$ cat config.mk
export PLATFORM = sky130hd
export DESIGN_NAME = opr1_unit
export DESIGN_NICKNAME = d
export VERILOG_FILES = /design/src/rtl/opr1_pkg.sv /design/src/rtl/opr1_decode.sv /design/src/rtl/opr1_datapath.sv /design/src/rtl/opr1_outreg.sv /design/src/rtl/opr1_unit.sv
export SDC_FILE = /design/constraint.sdc
export NUM_CORES = 1
export LEC_CHECK = 0
export CORE_MARGIN = 2
export CORE_UTILIZATION = 45
export DETAILED_ROUTE_END_ITERATION = 8
export GPL_TIMING_DRIVEN = 0
export PLACE_DENSITY = 0.79
export SLEW_MARGIN = 0
export SYNTH_ARGS = -nofsm -noshare
export SYNTH_HDL_FRONTEND = slang
export SYNTH_HIERARCHICAL = 1
export SYNTH_SLANG_ARGS = --single-unit
$ cat constraint.sdc
create_clock -name clk -period 0.8 [get_ports clk]
set_input_delay 0.16 -clock clk [delete_from_list [all_inputs] [get_ports clk]]
set_output_delay 0.16 -clock clk [all_outputs]
set_load 0.01 [all_outputs]
$ cat src/rtl/opr1_pkg.sv
package opr1_pkg;
  localparam int UOP_W  = 8;
  localparam int B_INC  = 0;
  localparam int B_DBL  = 1;
  localparam int B_ROTL = 2;
  localparam int B_ROTR = 3;
  localparam int B_CMPL = 4;
  localparam int B_CMPA = 5;
  localparam int B_CLRL = 6;
  localparam int B_CLRA = 7;

  typedef struct packed {
    logic clr_acc;
    logic clr_link;
    logic cmp_acc;
    logic cmp_link;
    logic rot_r;
    logic rot_l;
    logic dbl;
    logic inc;
  } opr1_ctl_t;

  typedef struct packed {
    logic rd_acc;
    logic rd_link;
    logic wr_acc;
    logic wr_link;
  } opr1_use_t;
endpackage

$ cat src/rtl/opr1_decode.sv
module opr1_decode
  import opr1_pkg::*;
(
  input  logic [UOP_W-1:0] uop,
  output opr1_ctl_t        ctl,
  output opr1_use_t        usage
);
  logic any_rot;

  always_comb begin
    ctl.clr_acc  = uop[B_CLRA];
    ctl.clr_link = uop[B_CLRL];
    ctl.cmp_acc  = uop[B_CMPA];
    ctl.cmp_link = uop[B_CMPL];
    // right rotate has priority over left when both are coded
    ctl.rot_r    = uop[B_ROTR];
    ctl.rot_l    = uop[B_ROTL] & ~uop[B_ROTR];
    ctl.dbl      = uop[B_DBL];
    ctl.inc      = uop[B_INC];
  end

  assign any_rot = uop[B_ROTR] | uop[B_ROTL];

  always_comb begin
    usage.rd_acc  = uop[B_CMPA] | any_rot | uop[B_DBL] | uop[B_INC];
    usage.rd_link = uop[B_CMPL] | any_rot | uop[B_INC];
    usage.wr_acc  = uop[B_CLRA] | uop[B_CMPA] | any_rot | uop[B_DBL] | uop[B_INC];
    usage.wr_link = uop[B_CLRL] | uop[B_CMPL] | any_rot | uop[B_INC];
  end
endmodule

$ cat src/rtl/opr1_datapath.sv
module opr1_datapath
  import opr1_pkg::*;
#(
  parameter int ACC_W = 12
) (
  input  opr1_ctl_t        ctl,
  input  logic [ACC_W-1:0] acc_in,
  input  logic             link_in,
  output logic [ACC_W-1:0] acc_out,
  output logic             link_out,
  output logic [ACC_W:0]   inc_pair
);
  localparam int PAIR_W = ACC_W + 1;
  localparam int HALF   = ACC_W / 2;

  function automatic logic [PAIR_W-1:0] rot_right(input logic [PAIR_W-1:0] p, input int n);
    return (p >> n) | (p << (PAIR_W - n));
  endfunction

  function automatic logic [PAIR_W-1:0] rot_left(input logic [PAIR_W-1:0] p, input int n);
    return (p << n) | (p >> (PAIR_W - n));
  endfunction

  function automatic logic [ACC_W-1:0] swap_halves(input logic [ACC_W-1:0] a);
    return {a[HALF-1:0], a[ACC_W-1:HALF]};
  endfunction

  logic [ACC_W-1:0]  acc_clr, acc_cmp;
  logic              link_clr, link_cmp;
  logic [PAIR_W-1:0] pair_fin;
  int                shamt;

  // step 1 and 2: clears, then inversions
  always_comb begin
    acc_clr  = ctl.clr_acc  ? '0 : acc_in;
    link_clr = ctl.clr_link ? 1'b0 : link_in;
    acc_cmp  = ctl.cmp_acc  ? ~acc_clr : acc_clr;
    link_cmp = ctl.cmp_link ? ~link_clr : link_clr;
  end

  // step 3: increment across the whole pair so the carry lands in the link
  assign inc_pair = ctl.inc ? ({link_cmp, acc_cmp} + PAIR_W'(1)) : {link_cmp, acc_cmp};

  // step 4: rotate by one or two, or swap accumulator halves
  assign shamt = ctl.dbl ? 2 : 1;

  always_comb begin
    if (ctl.rot_r)       pair_fin = rot_right(inc_pair, shamt);
    else if (ctl.rot_l)  pair_fin = rot_left(inc_pair, shamt);
    else if (ctl.dbl)    pair_fin = {inc_pair[PAIR_W-1], swap_halves(inc_pair[ACC_W-1:0])};
    else                 pair_fin = inc_pair;
  end

  assign acc_out  = pair_fin[ACC_W-1:0];
  assign link_out = pair_fin[PAIR_W-1];
endmodule

$ cat src/rtl/opr1_outreg.sv
module opr1_outreg
  import opr1_pkg::*;
#(
  parameter int ACC_W = 12
) (
  input  logic             clk,
  input  logic             rst_n,
  input  logic             in_valid,
  input  logic [ACC_W-1:0] res_acc,
  input  logic             res_link,
  input  opr1_use_t        res_use,
  output logic             out_valid,
  output logic [ACC_W-1:0] out_acc,
  output logic             out_link,
  output opr1_use_t        out_use
);
  always_ff @(posedge clk or negedge rst_n) begin
    if (!rst_n) begin
      out_valid <= 1'b0;
      out_acc   <= '0;
      out_link  <= 1'b0;
      out_use   <= '0;
    end else begin
      out_valid <= in_valid;
      if (in_valid) begin
        out_acc  <= res_acc;
        out_link <= res_link;
        out_use  <= res_use;
      end
    end
  end


  valid_rise_chk: assert property (@(posedge clk) disable iff (!rst_n)
    in_valid |=> out_valid);


  valid_drop_chk: assert property (@(posedge clk) disable iff (!rst_n)
    !in_valid |=> !out_valid);


  hold_chk: assert property (@(posedge clk) disable iff (!rst_n)
    !in_valid |=> ($stable(out_acc) && $stable(out_link) && $stable(out_use)));
endmodule

$ cat src/rtl/opr1_unit.sv
module opr1_unit
  import opr1_pkg::*;
#(
  parameter int ACC_W = 12
) (
  input  logic             clk,
  input  logic             rst_n,
  input  logic             in_valid,
  input  logic [7:0]       in_uop,
  input  logic [ACC_W-1:0] in_acc,
  input  logic             in_link,
  output logic             out_valid,
  output logic [ACC_W-1:0] out_acc,
  output logic             out_link,
  output logic             out_rd_acc,
  output logic             out_rd_link,
  output logic             out_wr_acc,
  output logic             out_wr_link
);
  localparam int PAIR_W = ACC_W + 1;

  opr1_ctl_t        ctl;
  opr1_use_t        usage, usage_q;
  logic [ACC_W-1:0] res_acc;
  logic             res_link;
  logic [ACC_W:0]   inc_pair;

  opr1_decode u_dec (
    .uop   (in_uop),
    .ctl   (ctl),
    .usage (usage)
  );

  opr1_datapath #(.ACC_W(ACC_W)) u_dp (
    .ctl      (ctl),
    .acc_in   (in_acc),
    .link_in  (in_link),
    .acc_out  (res_acc),
    .link_out (res_link),
    .inc_pair (inc_pair)
  );

  opr1_outreg #(.ACC_W(ACC_W)) u_reg (
    .clk       (clk),
    .rst_n     (rst_n),
    .in_valid  (in_valid),
    .res_acc   (res_acc),
    .res_link  (res_link),
    .res_use   (usage),
    .out_valid (out_valid),
    .out_acc   (out_acc),
    .out_link  (out_link),
    .out_use   (usage_q)
  );

  assign out_rd_acc  = usage_q.rd_acc;
  assign out_rd_link = usage_q.rd_link;
  assign out_wr_acc  = usage_q.wr_acc;
  assign out_wr_link = usage_q.wr_link;


  keep_acc_chk: assert property (@(posedge clk) disable iff (!rst_n)
    (in_valid && !usage.wr_acc) |-> (res_acc == in_acc));


  keep_link_chk: assert property (@(posedge clk) disable iff (!rst_n)
    (in_valid && !usage.wr_link) |-> (res_link == in_link));


  nop_flags_chk: assert property (@(posedge clk) disable iff (!rst_n)
    (in_valid && in_uop == 8'h00) |-> (usage == '0 && res_acc == in_acc && res_link == in_link));


  inc_only_chk: assert property (@(posedge clk) disable iff (!rst_n)
    (in_valid && in_uop == 8'h01) |-> ({res_link, res_acc} == ({in_link, in_acc} + PAIR_W'(1))));


  inc_stage_chk: assert property (@(posedge clk) disable iff (!rst_n)
    (in_valid && in_uop == 8'h01) |-> (inc_pair == {res_link, res_acc}));
endmodule

==> impl_metrics.csv <==
group,metric,value,unit
synth,syn_area,0.00214,mm2
grt,grt_pass1_vias,2283,
sta,finalCritPeriodShare,305,%
synth,synth.net_count,281,
routing,average_vias_per_placed_instance,6.36,
setup_path,timing.critical_path.slowest_cell_delay,490,ps
clock_network,cts.clk_slew.worst_paths,70,ps
routing,routedWlPerCell,19.0,um
synth,postSynth.topFlopCell,"sky130_fd_sc_hd__dfrtp_1",
grt,wire_length_of_the_first_global_routing_pass,10900,um
clock_network,clock_latency_at_the_later_pin_of_the_worst_skew_pair,250,ps
synth,yosysWarnings,6,
synth,yosys-top-cells-count,"26 x sky130_fd_sc_hd__nand2_1, 19 x sky130_fd_sc_hd__nor2_1, 18 x sky130_fd_sc_hd__dfrtp_1",
setup_path,reg2reg_setup_slack,-90,ps
setup_path,timing.rr.end,"u_reg/out_link",
final_layout,areaGrowthSynthToFinish,58.6,%
setup_path,worstSetupStartpointType,"input port",
run,timing.max_cap.violations,0,
synth,synth-edff-count,0,
outcome,status,"finished with violations",
final_layout,diode_count,0,
sta,max_slew.worst_pin.slew,811,ps
synth,post_synth_main_area_contributors,"sky130_fd_sc_hd__dfrtp_1 21%, sky130_fd_sc_hd__mux2_4 7.0%, sky130_fd_sc_hd__xnor2_1 6.1%",
pwr,power_density,1250,mW/mm2
synth,post-synth-top-area-fraction,21.0,%
synth,synth_top_area_cell,"sky130_fd_sc_hd__dfrtp_1",
hold_path,classification_of_the_worst_slack_hold_path,"in -> async",
synth,synth.most_common_cell,"sky130_fd_sc_hd__nand2_1",
grt,global_route.usage.total,25.8,%
die,fp-row-count,25,
synth,yosysSeqAreaShare,21.0,%
final_layout,drive_above_1_share,50.6,%
sta,skew,0,ps
routing,drt_drc_violations_left,0,
clock_network,cts_buffer_depth,2,
pwr,power.static_leakage,1.45,nW
clock_network,ctsHtreeMaxLevel,1,
synth,syn-instance-count,256,
sta,drv_slew,0,
sta,rsz0062_at_grt,"yes",
sta,final_hold_viol_count,0,
setup_path,slowest_stage,"sky130_fd_sc_hd__mux4_2",
setup_path,buffering_stage_count_on_the_worst_path_with_inverters_included,1,
setup_path,cpLargestDelayFamily,"multiplexers",
setup_path,ff2ff_path_depth,2,
die,fp.dieArea,0.00533,mm2
grt,antenna_found_initial,0,
die,placeableCoreArea,0.00466,mm2
synth,synth-async-reset-ratio,100,%
setup_path,timing.rr.start,"u_reg/out_link",
synth,synth.ff_latch_count,18,
grt,gr-total-overflow,0,
setup_path,setup.worst_path.end_class,"flop",
final_layout,layout.nets,364,
place,globalplace.congestion,0.946,
synth,syn_area_per_cell,8.36,um2
sta,slew_headroom,46.0,%
setup_path,timing.critical_path.required,940,ps
setup_path,timing.critical_path.arrival,2580,ps
routing,antenna_violating_nets_post_route,0,
clock_network,cts_made_buffers,3,
routing,drt_first_iter_violations,341,
synth,synth.distinct_cells,62,
setup_path,setup.worst_path.class,"in -> reg",
sta,setup_violations,34,
sta,timing.final.ws_setup,-1640,ps
routing,num_vias,2494,
die,overall_die_width,73.0,um
routing,detailedRoute.firstPassIterationCount,5,
clock_network,cts-root-buf,"sky130_fd_sc_hd__clkbuf_8",
sta,achievable-frequency,410,MHz
final_layout,finish.instance_area,0.00339,mm2
setup_path,critical_path_peak_fanout,8,
place,post_dp_cell_area,0.00273,mm2
setup_path,cp_cell_sequence,"clkbuf_2, nor4_2, o21ai_1, a221oi_4, nand2_2, xnor2_4, mux2_1, mux4_2, mux2_4",
die,floorplan.initialDensity,45.9,%
place,place.detailed.hpwl,4260,um
die,design.portCount,42,
place,io_buffer_count,40,
clock_network,tritoncts,"done",
grt,pin_count_of_the_biggest_net_entering_global_routing,19,
routing,detail_route.wirelength,7450,um
final_layout,final_core_util,72.8,%
outcome,violated_checks,"setup timing",
clock_network,cts_sinks,18,
pwr,ir_drop,0.00104,V
die,chipHeight,73.0,um
sta,timing.final.crit_period,2440,ps
==> state kept, by name, indices dropped and copies added (netlist names) <==
signal and cells:
u_reg/out_valid 1, u_reg/out_link 1, u_reg/out_use 4, u_reg/out_acc 12
==> final cells by class <==
class / count / area [um2]
buffer: 20 / 180
clock buffer: 4 / 55.1
fill: 325 / 1270
inverter: 11 / 45.0
multi-input combinational: 204 / 1940
sequential: 18 / 450
tap: 54 / 67.6
timing repair buffer: 81 / 659
==> kinds of logic after synthesis <==
kind of cell / synth area share, %
multiplexers: 14.2
AND/OR/NAND/NOR: 23.4
AO/OA/AOI/OAI: 22.2
adder cells (fa/ha/maj): 0.584
XOR/XNOR: 9.59
buffers and inverters: 9.00
flip-flops: 21.0
==> how the worst max path moves through the flow <==
stage / cells past startpoint / endpoint / startpoint
finish: 9 / u_reg/out_acc[5] / in_acc[5]
global route: 9 / u_reg/out_acc[5] / in_acc[6]
CTS: 15 / u_reg/out_acc[10] / in_uop[7]
detailed placement: 14 / u_reg/out_link / in_uop[5]
global placement: 14 / u_reg/out_link / in_uop[5]
floorplan: 13 / u_reg/out_acc[5] / in_uop[7]
==> power breakdown <==
group | switching [mW] | internal [mW] | leakage, nW
logic | 1.17 | 1.21 | 1.22
registers | 0.0748 | 1.05 | 0.198
clock network | 0.306 | 0.437 | 0.0288
total | 1.55 | 2.70 | 1.45
==> routing by layer <==
metal | global-route usage (%) | vias to the layer above | part of all wire, %
met5 | 0 | - | 0
met4 | 7.61 | 0 | 4.2
met3 | 5.39 | 43 | 9.6
met2 | 42.5 | 194 | 48
met1 | 34.0 | 1169 | 38
li1 | - | 1088 | -
==> worst register-to-register path, cell delays in order (launching register included) <==
cell	delay [ps]
sky130_fd_sc_hd__dfrtp_1	380
sky130_fd_sc_hd__buf_4	140
sky130_fd_sc_hd__mux2_4	260
==> cells in the final DEF (no fill, tap or decap), types with 3 or more instances in the layout <==
master,count
sky130_fd_sc_hd__a32oi_1,4
sky130_fd_sc_hd__mux2_4,16
sky130_fd_sc_hd__nand2_1,21
sky130_fd_sc_hd__o21ai_0,8
sky130_fd_sc_hd__o21bai_1,3
sky130_fd_sc_hd__nand3_1,6
sky130_fd_sc_hd__buf_8,4
sky130_fd_sc_hd__a21oi_2,3
sky130_fd_sc_hd__buf_4,38
sky130_fd_sc_hd__mux2i_1,3
sky130_fd_sc_hd__xnor2_2,4
sky130_fd_sc_hd__clkdlybuf4s15_1,3
sky130_fd_sc_hd__clkdlybuf4s50_1,4
sky130_fd_sc_hd__nor2b_1,6
sky130_fd_sc_hd__xnor2_1,9
sky130_fd_sc_hd__a31oi_1,5
sky130_fd_sc_hd__nand2_2,4
sky130_fd_sc_hd__dlymetal6s2s_1,3
sky130_fd_sc_hd__a21oi_1,5
sky130_fd_sc_hd__nand4_1,4
sky130_fd_sc_hd__a211oi_2,4
sky130_fd_sc_hd__nor3_2,3
sky130_fd_sc_hd__clkbuf_8,4
sky130_fd_sc_hd__xnor2_4,5
sky130_fd_sc_hd__nor2_1,16
sky130_fd_sc_hd__buf_2,19
sky130_fd_sc_hd__buf_12,3
sky130_fd_sc_hd__inv_1,8
sky130_fd_sc_hd__dfrtp_1,18
sky130_fd_sc_hd__clkbuf_1,6
sky130_fd_sc_hd__o21ai_2,3
sky130_fd_sc_hd__buf_6,16
sky130_fd_sc_hd__nand2b_1,6
sky130_fd_sc_hd__o21ai_1,3
sky130_fd_sc_hd__clkbuf_2,4
==> timing repair <==
| item | in CTS | in global routing |
|---|---|---|
| setup buffers | 29 | 12 |
| setup endpoints to repair | 53 | 35 |
| cloned | 0 | 0 |
| hold buffers | 0 | 0 |
| pin swaps | 21 | 29 |
| resized for setup | 149 | 64 |
==> metrics by stage <==
stage | power, mW | setup slack [ps] | hold WS, ps | instances | TNS (ps)
2_1_floorplan | 2.26 | -1720 | -136 | 256 | -20240
3_3_place_gp | 2.90 | -2500 | 491 | 350 | -43590
3_5_place_dp | 2.94 | -2560 | 499 | 350 | -44570
4_1_cts | 3.87 | -1610 | 124 | 381 | -22460
5_1_grt | 4.47 | -1710 | 140 | 392 | -23400
6_report | 4.25 | -1640 | 106 | 392 | -21860
Note: power is estimated with default switching activity, not from simulation.
